File: config.mk
export PLATFORM = sky130hd
export DESIGN_NAME = pci_parity_unit
export DESIGN_NICKNAME = d
export VERILOG_FILES = /design/src/rtl/pci_parity_pkg.sv /design/src/rtl/pci_parity_datapath.sv /design/src/rtl/pci_parity_ctrl.sv /design/src/rtl/pci_parity_unit.sv
export SDC_FILE = /design/constraint.sdc
export NUM_CORES = 1
export LEC_CHECK = 0
export ABC_AREA = 1
export BUFFER_PORTS_ARGS = -buffer_cell sky130_fd_sc_hd__buf_2
export CORE_MARGIN = 5
export CORE_UTILIZATION = 38
export DETAILED_ROUTE_END_ITERATION = 10
export PLACE_DENSITY_LB_ADDON = 0.25
export SETUP_SLACK_MARGIN = 0.05
export SLEW_MARGIN = 30
export SYNTH_ARGS = -nofsm -noshare
export SYNTH_HDL_FRONTEND = slang
export SYNTH_HIERARCHICAL = 1
export SYNTH_SLANG_ARGS = --single-unit
File: constraint.sdc
create_clock -name clk -period 1.26 [get_ports clk]
set_clock_uncertainty 0.15 [all_clocks]
set_input_delay 0.189 -clock clk [delete_from_list [all_inputs] [get_ports clk]]
set_output_delay 0.189 -clock clk [all_outputs]
set_load 0.02 [all_outputs]
File: src/rtl/pci_parity_pkg.sv
package pci_parity_pkg;

  // Strobes from control to datapath for the current clock's phase
  typedef struct packed {
    logic driveStb;   // phase is covered by a PAR we drive next clock
    logic checkStb;   // phase is covered by a PAR we check next clock
  } parStrobe_t;

  typedef enum logic [1:0] {
    IRQ_NONE = 2'd0,
    IRQ_NMI  = 2'd1,
    IRQ_SMI  = 2'd2,
    IRQ_OFF  = 2'd3
  } irqSel_e;

endpackage

File: src/rtl/pci_parity_datapath.sv
module pci_parity_datapath
  import pci_parity_pkg::*;
#(
  parameter int DATA_W = 32
) (
  input  logic              clk,
  input  logic              rstN,
  input  logic [DATA_W-1:0] adBus,
  input  logic [DATA_W/8-1:0] cbeBus,
  input  parStrobe_t        strobe,
  input  logic              parIn,
  output logic              parOut,
  output logic              parOe,
  output logic              mismatch
);

  localparam int LANES = DATA_W / 8;

  // Each byte lane folds its 8 data bits with its own enable bit
  logic [LANES-1:0] laneParity;
  logic             phaseParity;

  genvar g;
  generate
    for (g = 0; g < LANES; g++) begin : gLane
      assign laneParity[g] = ^{adBus[g*8 +: 8], cbeBus[g]};
    end
  endgenerate

  assign phaseParity = ^laneParity;

  logic parReg, parOeReg, expParReg, chkPendReg;

  always_ff @(posedge clk) begin
    if (!rstN) begin
      parReg     <= 1'b0;
      parOeReg   <= 1'b0;
      expParReg  <= 1'b0;
      chkPendReg <= 1'b0;
    end else begin
      parOeReg   <= strobe.driveStb;
      parReg     <= strobe.driveStb ? phaseParity : 1'b0;
      chkPendReg <= strobe.checkStb;
      expParReg  <= phaseParity;
    end
  end

  assign parOut   = parReg;
  assign parOe    = parOeReg;
  assign mismatch = chkPendReg && (parIn != expParReg);

  AST_PAR_EVEN: assert property (@(posedge clk) disable iff (!rstN)
    parOe |-> ((^{$past(adBus), $past(cbeBus), parOut}) == 1'b0));

  AST_DRIVE_NEXT_CLOCK: assert property (@(posedge clk) disable iff (!rstN)
    strobe.driveStb |=> parOe);

endmodule

File: src/rtl/pci_parity_ctrl.sv
module pci_parity_ctrl
  import pci_parity_pkg::*;
(
  input  logic       clk,
  input  logic       rstN,
  input  logic       addrPhase,
  input  logic       isInitiator,
  input  logic       isTarget,
  input  logic       isWrite,
  input  logic       irdyAct,
  input  logic       trdyAct,
  input  logic       mismatch,
  input  logic       perrInAct,
  input  logic       perrEnable,
  input  logic [1:0] intSel,
  input  logic       statClr,
  output parStrobe_t strobe,
  output logic       perrOut,
  output logic       perrOe,
  output logic       statusErr,
  output logic       nmiReq,
  output logic       smiReq
);

  logic dataDone, weSource, errEvent;

  assign dataDone = irdyAct && trdyAct && !addrPhase;
  assign weSource = (isInitiator && isWrite) || (isTarget && !isWrite);

  always_comb begin
    strobe.driveStb = (addrPhase && isInitiator) || (dataDone && weSource);
    strobe.checkStb = dataDone && isTarget && isWrite;
  end

  assign errEvent = mismatch || perrInAct;

  logic perrDrvReg, statusReg, nmiReg, smiReg;

  always_ff @(posedge clk) begin
    if (!rstN) begin
      perrDrvReg <= 1'b0;
      statusReg  <= 1'b0;
      nmiReg     <= 1'b0;
      smiReg     <= 1'b0;
    end else begin
      perrDrvReg <= mismatch && perrEnable;
      statusReg  <= (statusReg && !statClr) || mismatch;
      nmiReg     <= errEvent && (intSel == IRQ_NMI);
      smiReg     <= errEvent && (intSel == IRQ_SMI);
    end
  end

  assign perrOut   = perrDrvReg;
  assign perrOe    = perrDrvReg;
  assign statusErr = statusReg;
  assign nmiReq    = nmiReg;
  assign smiReq    = smiReg;

  AST_PERR_NEEDS_ENABLE: assert property (@(posedge clk) disable iff (!rstN)
    perrOe |-> $past(perrEnable));

  AST_PERR_WITH_STATUS: assert property (@(posedge clk) disable iff (!rstN)
    perrOe |-> statusErr);

  AST_STATUS_STICKY: assert property (@(posedge clk) disable iff (!rstN)
    (statusErr && !statClr) |=> statusErr);

  AST_IRQ_ONE_KIND: assert property (@(posedge clk) disable iff (!rstN)
    !(nmiReq && smiReq));

endmodule

File: src/rtl/pci_parity_unit.sv
module pci_parity_unit
  import pci_parity_pkg::*;
(
  input  logic        clk,
  input  logic        rstN,
  input  logic [31:0] adBus,
  input  logic [3:0]  cbeBus,
  input  logic        addrPhase,
  input  logic        isInitiator,
  input  logic        isTarget,
  input  logic        isWrite,
  input  logic        irdyAct,
  input  logic        trdyAct,
  input  logic        parIn,
  input  logic        perrInAct,
  input  logic        perrEnable,
  input  logic [1:0]  intSel,
  input  logic        statClr,
  output logic        parOut,
  output logic        parOe,
  output logic        perrOut,
  output logic        perrOe,
  output logic        statusErr,
  output logic        nmiReq,
  output logic        smiReq
);

  parStrobe_t strobe;
  logic       mismatch;

  pci_parity_ctrl uCtrl (
    .clk(clk), .rstN(rstN), .addrPhase(addrPhase), .isInitiator(isInitiator),
    .isTarget(isTarget), .isWrite(isWrite), .irdyAct(irdyAct), .trdyAct(trdyAct),
    .mismatch(mismatch), .perrInAct(perrInAct), .perrEnable(perrEnable),
    .intSel(intSel), .statClr(statClr), .strobe(strobe), .perrOut(perrOut),
    .perrOe(perrOe), .statusErr(statusErr), .nmiReq(nmiReq), .smiReq(smiReq)
  );

  pci_parity_datapath #(.DATA_W(32)) uData (
    .clk(clk), .rstN(rstN), .adBus(adBus), .cbeBus(cbeBus), .strobe(strobe),
    .parIn(parIn), .parOut(parOut), .parOe(parOe), .mismatch(mismatch)
  );

endmodule

# Word-level counts from Yosys, hierarchy flattened
# Cells that the tools add are included.
[totals]
register_bits = 8
latchBits = 0
ram_bits = 0
romBits = 0
in_bits = 50
output_inout_bits = 7
elab_cells = 37
memories = 0
[op_classes]
add_sub_neg = 0
multipliers = 0
div_mod_pow = 0
magnitude_cmp = 0
n_eq_ne = 3
n_shift = 0
muxes = 0
bitwise_logic = 0
n_reduce_logical = 26
[op_table]
columns = ["operator", "n"]
rows = [
  ["parity 9 bit", 4],
  ["logical AND 1 bit", 13],
  ["logical OR 1 bit", 4],
  ["parity 4 bit", 1],
  ["zero test 1 bit", 3],
  ["equality test 2 x 1 -> 1 bit (second input constant)", 1],
  ["equality test 2 bit (second input constant)", 1],
  ["AND reduction 2 bit", 1],
  ["inequality test 1 bit", 1],
]

# Logic depth before layout (Yosys ltp)
# Gate-level depths: netlist of the first run.
[logic_depth]
depth_word = 6
ltp_mapped = 15
ltp_nobuf = 15

# Cells and area by module
# Netlist of the first run, hierarchy kept.
[modules_own_cells]
columns = ["module", "instances", "cells_each", "area_per_inst_um2", "seq_area_each_um2"]
rows = [
  ["pci_parity_datapath", 1, 136, 704.4, 80.1],
  ["pci_parity_ctrl", 1, 27, 175.2, 80.1],
]

# Worst setup path after synthesis of the first run
# Ideal clock, no wire load.
[synth_timing]
path_kind = "input -> register"
start = "in cbeBus[0]"
end = "reg uData.parReg, in the netlist uData/parOut"
arrival_ns = 0.966
setup_slack_ns = 0.033
path_stages = 15
cell_sequence = "inv_1 > nand2_1 > nand2_1 > nand2_1 > nand2_1 > nand2_1 > nand2_1 > nand2_1 > nand2_2 > nor2_2 > inv_1 > nand2_1 > nand2_1 > nand2_1 > nor2_1"
[synth_between]
elab_chain_cells = 2
[synth_rtl]
columns = ["item", "line_no", "text"]
rows = [
  ["start: declaration", "pci_parity_unit.sv:7", "input logic [3:0] cbeBus,"],
  ["parity 9 bit", "pci_parity_datapath.sv:26", "assign laneParity[g] = ^{adBus[g*8 +: 8], cbeBus[g]};"],
  ["parity 4 bit", "pci_parity_datapath.sv:30", "assign phaseParity = ^laneParity;"],
  ["end signal: assignment", "pci_parity_datapath.sv:42", "parReg <= strobe.driveStb ? phaseParity : 1'b0;"],
  ["end: declaration", "pci_parity_datapath.sv:32", "logic parReg, parOeReg, expParReg, chkPendReg;"],
]
# No other way between the ends.
# A chain may end at the register's enable or synchronous reset.

# Worst setup path after layout of the first run
[layout_timing]
start = "in adBus[12]"
end = "reg uData.parReg, in the netlist uData/parOut"
[layout_between]
elab_chain_cells = 2
[layout_rtl]
columns = ["item", "line_no", "text"]
rows = [
  ["start: declaration", "pci_parity_unit.sv:6", "input logic [31:0] adBus,"],
  ["parity 9 bit", "pci_parity_datapath.sv:26", ""],
  ["parity 4 bit", "pci_parity_datapath.sv:30", ""],
]
# No other way between the ends.

==> flow_metrics.py, run 1 <==
metrics = {
    "worst_setup_path": {
        "worst_r2r_path_depth": 5,
        "slowest_delay_ps": 100,
        "slowest_stage": "buf_8",
        "path_delay_family": "simple AND/OR/NAND/NOR gates",
        "critical_path_class": "input port to flip-flop",
        "critPathCaptureType": "flip-flop",
        "path_depth": 15,
        "crit_buf_inv": 3,
        "cp.required_ps": 1260,
        "critPathArrivalTime_ps": 1180,
        "path_max_fanout": 3,
        "start_kind": "input port",
        "worstPathCellList": "buf_8 -> inv_4 -> nand2_2 -> nand2_2 -> nand2_2 -> nand3b_1 -> nand2_1 -> nand2_1 -> nand2_2 -> nand2_4 -> inv_2 -> nor2_1 -> nand2_1 -> nand2_1 -> nor2_1",
    },
    "global_route": {
        "grt_antenna_before_repair": 0,
        "grt.overflow.total": 0,
        "grt_max_degree": 7,
        "first_global_vias": 889,
        "track_usage": 0.111,
        "grt_pass1_wl_um": 3040,
    },
    "synth": {
        "ys.flop_type": "dfxtp_1",
        "synth_top_cell_by_area": "nand2_1",
        "synth-edff-count": 0,
        "synth-seq-cells": 8,
        "seq_area_frac_synth": 0.182,
        "synthesis.nets": 213,
        "synthCells": 163,
        "synth_most_common_cell": "nand2_1",
        "synth_cell_types": 14,
        "yosys_warnings": 6,
        "netlist_area_um2": 880,
        "synth_top_area_frac": 0.324,
        "yosys-top-cells-area": "nand2_1 32%, dfxtp_1 18%, inv_1 11%",
        "netlist_top_cells_count": "76 x nand2_1, 26 x inv_1, 12 x nand3_1, 11 x xor2_1",
        "synthArstFlopShare": 0,
        "avgSynthCellArea_um2": 5.40,
    },
    "route": {
        "drc": 0,
        "wl_met2_um": 997,
        "num_vias": 1079,
        "routed.top_layer": "met4",
        "wl_per_cell_um": 7.86,
        "vias_per_cell": 4.30,
        "firstDrtPassIters": 3,
        "met1_length_um": 734,
        "routed_wl_um": 1970,
        "met3_length_um": 201,
        "drtIter0Drc": 7,
        "ant_nets": 0,
    },
    "die": {
        "die-area_mm2": 0.00338,
        "placementRows": 17,
        "die_h_um": 58.1,
        "fp.dieW_um": 58.1,
        "start_util": 0.398,
        "coreArea_mm2": 0.00221,
        "pin_count": 57,
    },
    "pwr": {
        "p_per_area_mw_per_mm2": 719,
        "p_clk_frac": 0.202,
        "seqPwrFrac": 0.285,
        "ir_drop_uv": 487,
        "p_sw_frac": 0.368,
        "internal_power_mw": 0.613,
        "p_leak_nw": 0.845,
        "comb_power_share": 0.513,
        "p_sw_mw": 0.357,
    },
    "sta": {
        "finalHoldViolCount": 0,
        "maxSlewHeadroom": 0.872,
        "setup_viol": 0,
        "tns_ps": 0,
        "rsz0062_at_grt": "true",
        "tightest_slew_ps": 191,
        "max_freq_ghz": 0.841,
        "timing.final.crit_share": 0.943,
        "finalMaxSlewViolations": 0,
        "min_period_ps": 1190,
    },
    "job": {
        "drv_cap": 0,
    },
    "min_path": {
        "holdCritPathClass": "input port to flip-flop",
        "min_delay_path_depth": 3,
    },
    "layout": {
        "final_area_mm2": 0.00135,
        "drive_gt1_frac": 0.390,
        "fin_util": 0.611,
        "areaGrowthSynthToFinish_pct": 53.6,
        "diodes": 0,
        "final_nets": 275,
    },
    "clocking": {
        "cts.sink_count": 8,
        "cts_max_level": 1,
        "cts_tree": "built",
        "cts.root.buffer_cell": "clkbuf_4",
        "clk_latency_ps": 260,
        "cts_buffers": 3,
        "cts_setup_buffers": 0,
        "clk_pin_slew_worst_paths_ps": 50,
        "cts_buffer_depth": 2,
    },
    "placed_design": {
        "placed_cell_area_mm2": 0.00119,
        "hpwl_um": 1670,
        "gp_congestion": 0.745,
        "portBuffers": 56,
    },
    "status": {
        "status": "completed",
    },
}
kinds of logic (layout without fill, tap and decap cells):
family / count (synthesis) / in the layout / synth area share
simple gates: 105 / 105 / 0.485
xor+xnor: 20 / 20 / 0.199
compound gates: 1 / 1 / 0.00568
buf+inv: 29 / 89 / 0.128
flops: 8 / 8 / 0.182
cells in the final DEF (no fill, tap or decap), drive strengths merged:
cell          n
nor3          3
dlygate4sd3   2
buf          56
nor2         10
nand2        79
xor2         11
xnor2         9
nand3        12
a21oi         1
dfxtp         8
nand3b        1
clkbuf        3
inv          28
final timing paths:
check | startpoint | end | slack [ps]
setup / recovery | adBus[12] | uData/parOut | 70
hold reg to reg | uCtrl/statusErr | uCtrl/statusErr | 330
setup reg to reg | uData/expParReg | uCtrl/smiReq | 220
hold / removal | perrEnable | uCtrl/perrOe | 20
sequential cells by signal (all words and copies together), names as in the netlist:
name              cells
uCtrl/statusErr       1
uData/expParReg       1
uData/chkPendReg      1
uCtrl/perrOe          1
uData/parOe           1
uData/parOut          1
uCtrl/smiReq          1
uCtrl/nmiReq          1
cell type report:
type	count	area [µm²]
Sequential cell	8	160
Tap cell	28	35.0
Inverter	28	108
Fill cell	228	861
Timing Repair Buffer	58	349
Clock buffer	3	22.5
Multi-Input combinational cell	126	677
what timing repair did:
action                                  in CTS  in global routing
resized for setup                            0                 38
endpoints found under the hold margin        2                  0
hold buffers                                 2                  0
endpoints found under the setup margin       0                  2
worst reg2reg max path, cell delays in order, from the launching register on:
cell,delay (ps)
dfxtp_1,310
nand2_1,50
nand2_1,40
nor2_1,160
nor2_1,90
nor3_1,160
metrics by stage:
stage / worst slack, ps / hold slack (ps) / total power, mW / instances
floorplan: 32.5 / 117 / 0.571 / 163
global placement: -146 / 222 / 0.705 / 246
detailed placement: -162 / 227 / 0.710 / 246
CTS: 110 / 15.3 / 0.915 / 251
global route: -36.8 / 9.30 / 1.08 / 251
finish: 71.4 / 20.5 / 0.971 / 251
layer usage:
layer	up-vias	GRT usage
met2	36	0.202
met4	0	0.0596
met5	-	0
met3	5	0.0156
li1	601	-
met1	437	0.123
power groups by stage:
stage / clock [mW] / sequential (mW) / combinational (mW)
2_1_floorplan: 0 / 0.292 / 0.279
6_report: 0.196 / 0.277 / 0.498
4_1_cts: 0.205 / 0.277 / 0.433
3_3_place_gp: 0 / 0.283 / 0.423
5_1_grt: 0.235 / 0.279 / 0.571
3_5_place_dp: 0 / 0.282 / 0.428
No activity file was read; power rests on OpenSTA's default activity.
==> run 2: changes to the inputs <==
- REMOVE_ABC_BUFFERS: not set -> 1
==> flow_metrics.py, run 2 (same netlist as run 1, synthesis figures left out) <==
metrics = {
    "worst_setup_path": {
        "start_kind": "input port",
        "path_max_fanout": 2,
        "critPathArrivalTime_ps": 1150,
        "critical_path_class": "input port to flip-flop",
        "critPathCaptureType": "flip-flop",
        "cp.required_ps": 1250,
    },
    "job": {
        "drv_cap": 0,
    },
    "layout": {
        "areaGrowthSynthToFinish_pct": 45.9,
        "layoutNonFillerInstCount": 251,
        "drive_gt1_frac": 0.327,
        "final_nets": 275,
        "layout_commonest_cell": "nand2_1",
        "diodes": 0,
        "fin_util": 0.580,
        "layout_common_cells": "71 x nand2_1, 52 x buf_2, 24 x inv_1",
    },
    "placed_design": {
        "portBuffers": 56,
        "hpwl_um": 1660,
        "dp_slack_ps": -170,
        "place_inst": 246,
        "gp_congestion": 0.725,
    },
    "sta": {
        "max_freq_ghz": 0.860,
        "tightest_slew_ps": 185,
        "setup_ws_ps": 97.7,
        "rsz0062_at_grt": "true",
        "finalMaxSlewViolations": 0,
        "min_period_ps": 1160,
        "setup_viol": 0,
        "tns_ps": 0,
        "timing.final.crit_share": 0.922,
        "finalHoldViolCount": 0,
        "maxSlewHeadroom": 0.876,
    },
    "die": {
        "pin_count": 57,
        "die-area_mm2": 0.00338,
        "fp.dieW_um": 58.1,
        "die_h_um": 58.1,
        "start_util": 0.398,
        "coreArea_mm2": 0.00221,
        "placementRows": 17,
    },
    "clocking": {
        "cts.sink_count": 8,
        "clk_latency_ps": 240,
        "cts_buffers": 3,
        "clk_pin_slew_worst_paths_ps": 50,
        "cts_max_level": 1,
        "cts.root.buffer_cell": "clkbuf_4",
        "cts_buffer_depth": 2,
        "cts_tree": "built",
    },
    "min_path": {
        "holdCritPathClass": "input port to flip-flop",
    },
    "status": {
        "status": "completed",
    },
    "route": {
        "routed_wl_um": 1840,
        "vias_per_cell": 4.17,
        "num_vias": 1047,
        "ant_nets": 0,
        "firstDrtPassIters": 4,
        "drc": 0,
        "drtIter0Drc": 25,
        "wl_per_cell_um": 7.31,
    },
    "global_route": {
        "grt.overflow.total": 0,
        "grt_max_degree": 7,
        "first_global_vias": 858,
        "track_usage": 0.104,
        "grt_pass1_wl_um": 2950,
        "grt_antenna_before_repair": 0,
    },
    "pwr": {
        "p_leak_nw": 0.825,
        "ir_drop_uv": 396,
        "p_per_area_mw_per_mm2": 710,
    },
}
run 2: cell counts in the layout (fill, tap and decap cells not counted):
No cell type changed its count.
run 2: final cells by class:
cell class                 instances  area, µm²
clock buffer                       3       22.5
fill                             252        928
inverter                          28        110
multi-input combinational        126        627
sequential                         8        160
tap                               28       35.0
timing repair buffer              58        329
run 2: path summary, 6_finish.rpt:
kind,start,end,slack [ps],depth (start not counted)
worst max-delay path,adBus[6],uData/expParReg,100,13
worst min register to register,uCtrl/statusErr,uCtrl/statusErr,340,2
worst min-delay path,perrEnable,uCtrl/perrOe,10,3
worst max register to register,uData/expParReg,uCtrl/nmiReq,250,5
run 2: through the flow:
step | cell area (µm²) | power (mW) | hold slack (ps)
floorplan | 872 | 0.571 | 117
global placement | 1190 | 0.706 | 225
detailed placement | 1190 | 0.711 | 225
CTS | 1230 | 0.903 | 5.59
global route | 1280 | 1.00 | 16.7
finish | 1280 | 0.911 | 11.0
run 2: what timing repair did:
item | CTS | global route
hold buffers | 2 | 0
endpoints found under the hold margin | 2 | 0
setup buffers | 0 | 0
gates resized for setup | 0 | 18
endpoints found under the setup margin | 0 | 2
run 2: layer usage:
metal	global-route usage	part of all wire
met5	0	0
met4	0.0298	0
met3	0.0267	0.11
met2	0.184	0.46
met1	0.122	0.43
run 2: worst max-delay path: stages:
cell	delay (ps)
buf_2	100
xor2_1	180
inv_1	60
nand2_1	80
nand2_1	50
nand2_1	60
nand2_2	50
nand2_1	80
inv_1	40
nor2_1	70
nand2_1	60
nand2_1	80
nor2_1	50
run 2: where the power goes:
group / leakage (nW) / switching (mW) / internal (mW)
registers: 0.0652 / 0.00658 / 0.272
clock network: 0.0138 / 0.0752 / 0.108
logic: 0.746 / 0.237 / 0.212
==> run 3: changes to the inputs <==
- SYNTH_HIERARCHICAL: 1 -> not set
==> flow_metrics.py, run 3 <==
metrics = {
    "placed_design": {
        "dp_slack_ps": -148,
        "portBuffers": 56,
        "placed_cell_area_mm2": 0.00119,
        "gp_congestion": 0.732,
        "hpwl_um": 1580,
    },
    "pwr": {
        "p_clk_frac": 0.186,
        "p_leak_nw": 0.828,
        "internal_power_mw": 0.617,
        "p_sw_frac": 0.366,
        "seqPwrFrac": 0.284,
        "comb_power_share": 0.530,
        "p_per_area_mw_per_mm2": 700,
        "p_sw_mw": 0.357,
        "ir_drop_uv": 359,
    },
    "status": {
        "status": "completed",
    },
    "synth": {
        "synth_cell_types": 15,
        "yosys_warnings": 0,
        "netlist_area_um2": 882,
        "ys.flop_type": "dfxtp_1",
        "synth_most_common_cell": "nand2_1",
        "netlist_top_cells_count": "72 x nand2_1, 24 x inv_1, 13 x nand3_1, 10 x xor2_1, 9 x nor2_1",
        "synth_top_cell_by_area": "nand2_1",
        "seq_area_frac_synth": 0.182,
        "avgSynthCellArea_um2": 5.45,
        "synth-seq-cells": 8,
        "synth-edff-count": 0,
        "synthCells": 162,
        "yosys-top-cells-area": "nand2_1 31%, dfxtp_1 18%, inv_1 10%",
        "synth_top_area_frac": 0.306,
        "synthArstFlopShare": 0,
    },
    "sta": {
        "finalMaxSlewViolations": 0,
        "timing.final.crit_share": 0.941,
        "rsz0062_at_grt": "true",
        "max_freq_ghz": 0.843,
        "setup_viol": 0,
        "tns_ps": 0,
        "finalHoldViolCount": 0,
        "maxSlewHeadroom": 0.855,
        "tightest_slew_ps": 216,
        "min_period_ps": 1190,
        "setup_ws_ps": 74.2,
    },
    "min_path": {
        "worstHoldEndpoint": "uCtrl.perrOe",
        "hp-start": "perrEnable",
        "min_delay_path_depth": 3,
        "holdCritPathClass": "input port to flip-flop",
    },
    "global_route": {
        "grt_max_degree": 5,
        "grt_antenna_before_repair": 0,
        "first_global_vias": 905,
        "grt.overflow.total": 0,
        "grt_pass1_wl_um": 3090,
        "track_usage": 0.110,
    },
    "worst_setup_path": {
        "critPathCaptureType": "flip-flop",
        "worst_r2r_path_depth": 5,
        "path_max_fanout": 3,
        "cp.required_ps": 1250,
        "r2r_end": "uCtrl.nmiReq",
        "rr_startpoint": "uData.expParReg",
        "critPathArrivalTime_ps": 1170,
        "start_kind": "input port",
        "critical_path_class": "input port to flip-flop",
        "rrSetupSlack_ps": 300,
    },
    "clocking": {
        "clk_pin_slew_worst_paths_ps": 50,
        "cts_setup_buffers": 0,
        "cts.root.buffer_cell": "clkbuf_4",
        "cts_buffers": 3,
        "cts_buffer_depth": 2,
        "cts_max_level": 1,
        "clk_latency_ps": 240,
        "cts_tree": "built",
        "cts.sink_count": 8,
    },
    "route": {
        "drtIter0Drc": 16,
        "num_vias": 1073,
        "firstDrtPassIters": 4,
        "drc": 0,
        "ant_nets": 0,
        "wl_per_cell_um": 7.90,
        "vias_per_cell": 4.29,
        "routed_wl_um": 1980,
    },
    "layout": {
        "drive_gt1_frac": 0.500,
        "multi_input_area_um2": 698,
        "filler_cell_count": 220,
        "regArea_um2": 160,
        "layout_commonest_cell": "nand2_1",
        "final_area_mm2": 0.00139,
        "final_nets": 274,
        "areaGrowthSynthToFinish_pct": 57.9,
        "diodes": 0,
        "layout_common_cells": "49 x nand2_1, 48 x buf_2, 30 x nand2_2",
        "fin_util": 0.630,
    },
    "die": {
        "start_util": 0.399,
        "die_h_um": 58.2,
        "placementRows": 17,
        "coreArea_mm2": 0.00221,
        "die-area_mm2": 0.00338,
        "pin_count": 57,
        "fp.dieW_um": 58.2,
    },
    "job": {
        "drv_cap": 0,
    },
}
run 3: changes by cell type after synthesis, sizes merged:
cell   change
nor3       -3
inv        +1
mux2       +1
nand3      +1
nor2       -1
nor4       +1
o21ai      +1
xnor2      -1
xor2       -1
run 3: kinds of logic (layout without fill, tap and decap cells):
logic type | Yosys count | after routing | synth area share
buffers and inverters | 30 | 90 | 0.132
AND/OR/NAND/NOR | 103 | 103 | 0.484
XOR/XNOR | 18 | 18 | 0.179
AO/OA/AOI/OAI | 2 | 2 | 0.0113
multiplexers | 1 | 1 | 0.0128
flip-flops | 8 | 8 | 0.182
run 3: how the worst max path moves through the flow:
stage              start              end  slack, ps  depth (start not counted)
2_1_floorplan  adBus[14]  uData.expParReg         60                         12
3_3_place_gp   cbeBus[1]  uData.expParReg       -120                         13
3_5_place_dp   cbeBus[1]  uData.expParReg       -150                         13
4_1_cts        cbeBus[1]  uData.expParReg        110                         13
5_1_grt        adBus[15]     uData.parOut        -40                         14
6_report       adBus[13]  uData.expParReg         70                         15
run 3: layout make-up:
type                       instances  area share
sequential                         8       0.115
inverter                          29      0.0854
tap                               28      0.0252
timing repair buffer              58       0.257
multi-input combinational        124       0.501
clock buffer                       3      0.0162
run 3: power by group through the flow:
stage | logic (mW) | registers (mW) | clock network, mW
after global placement | 0.438 | 0.281 | 0
after global routing | 0.589 | 0.279 | 0.210
after floorplan | 0.296 | 0.290 | 0
final | 0.516 | 0.277 | 0.181
after CTS | 0.450 | 0.277 | 0.193
after detailed placement | 0.443 | 0.281 | 0
run 3: timing repair:
item,in CTS,in global routing
gates resized for setup,0,55
hold endpoints to repair,2,0
setup endpoints to repair,0,2
hold buffers,2,0
run 3: critical path, cell delays in order:
cell      delay [ps]
buf_6            100
inv_2             50
nand2_1           40
nand2_1           70
nand2_2           60
nand3b_1         130
nand2_2           70
nand2_2           80
nand2_2           70
inv_2             40
nand2_1           40
nand2_1           60
nand2_1           50
nand2_1           80
nor2_1            50
run 3: per-layer routing:
metal	track usage	wire length, µm	up-vias
met2	0.210	1090	31
met3	0.0156	150	0
li1	-	-	597
met1	0.122	738	445
met4	0.0397	0	0
met5	0	0	-
run 3: through the flow:
| stage | power (mW) | std cells | hold WS (ps) |
|---|---|---|---|
| finish | 0.974 | 250 | 14.6 |
| floorplan | 0.586 | 161 | 117 |
| global route | 1.08 | 250 | 23.5 |
| global placement | 0.719 | 245 | 225 |
| CTS | 0.919 | 250 | 4.92 |
| detailed placement | 0.724 | 245 | 224 |
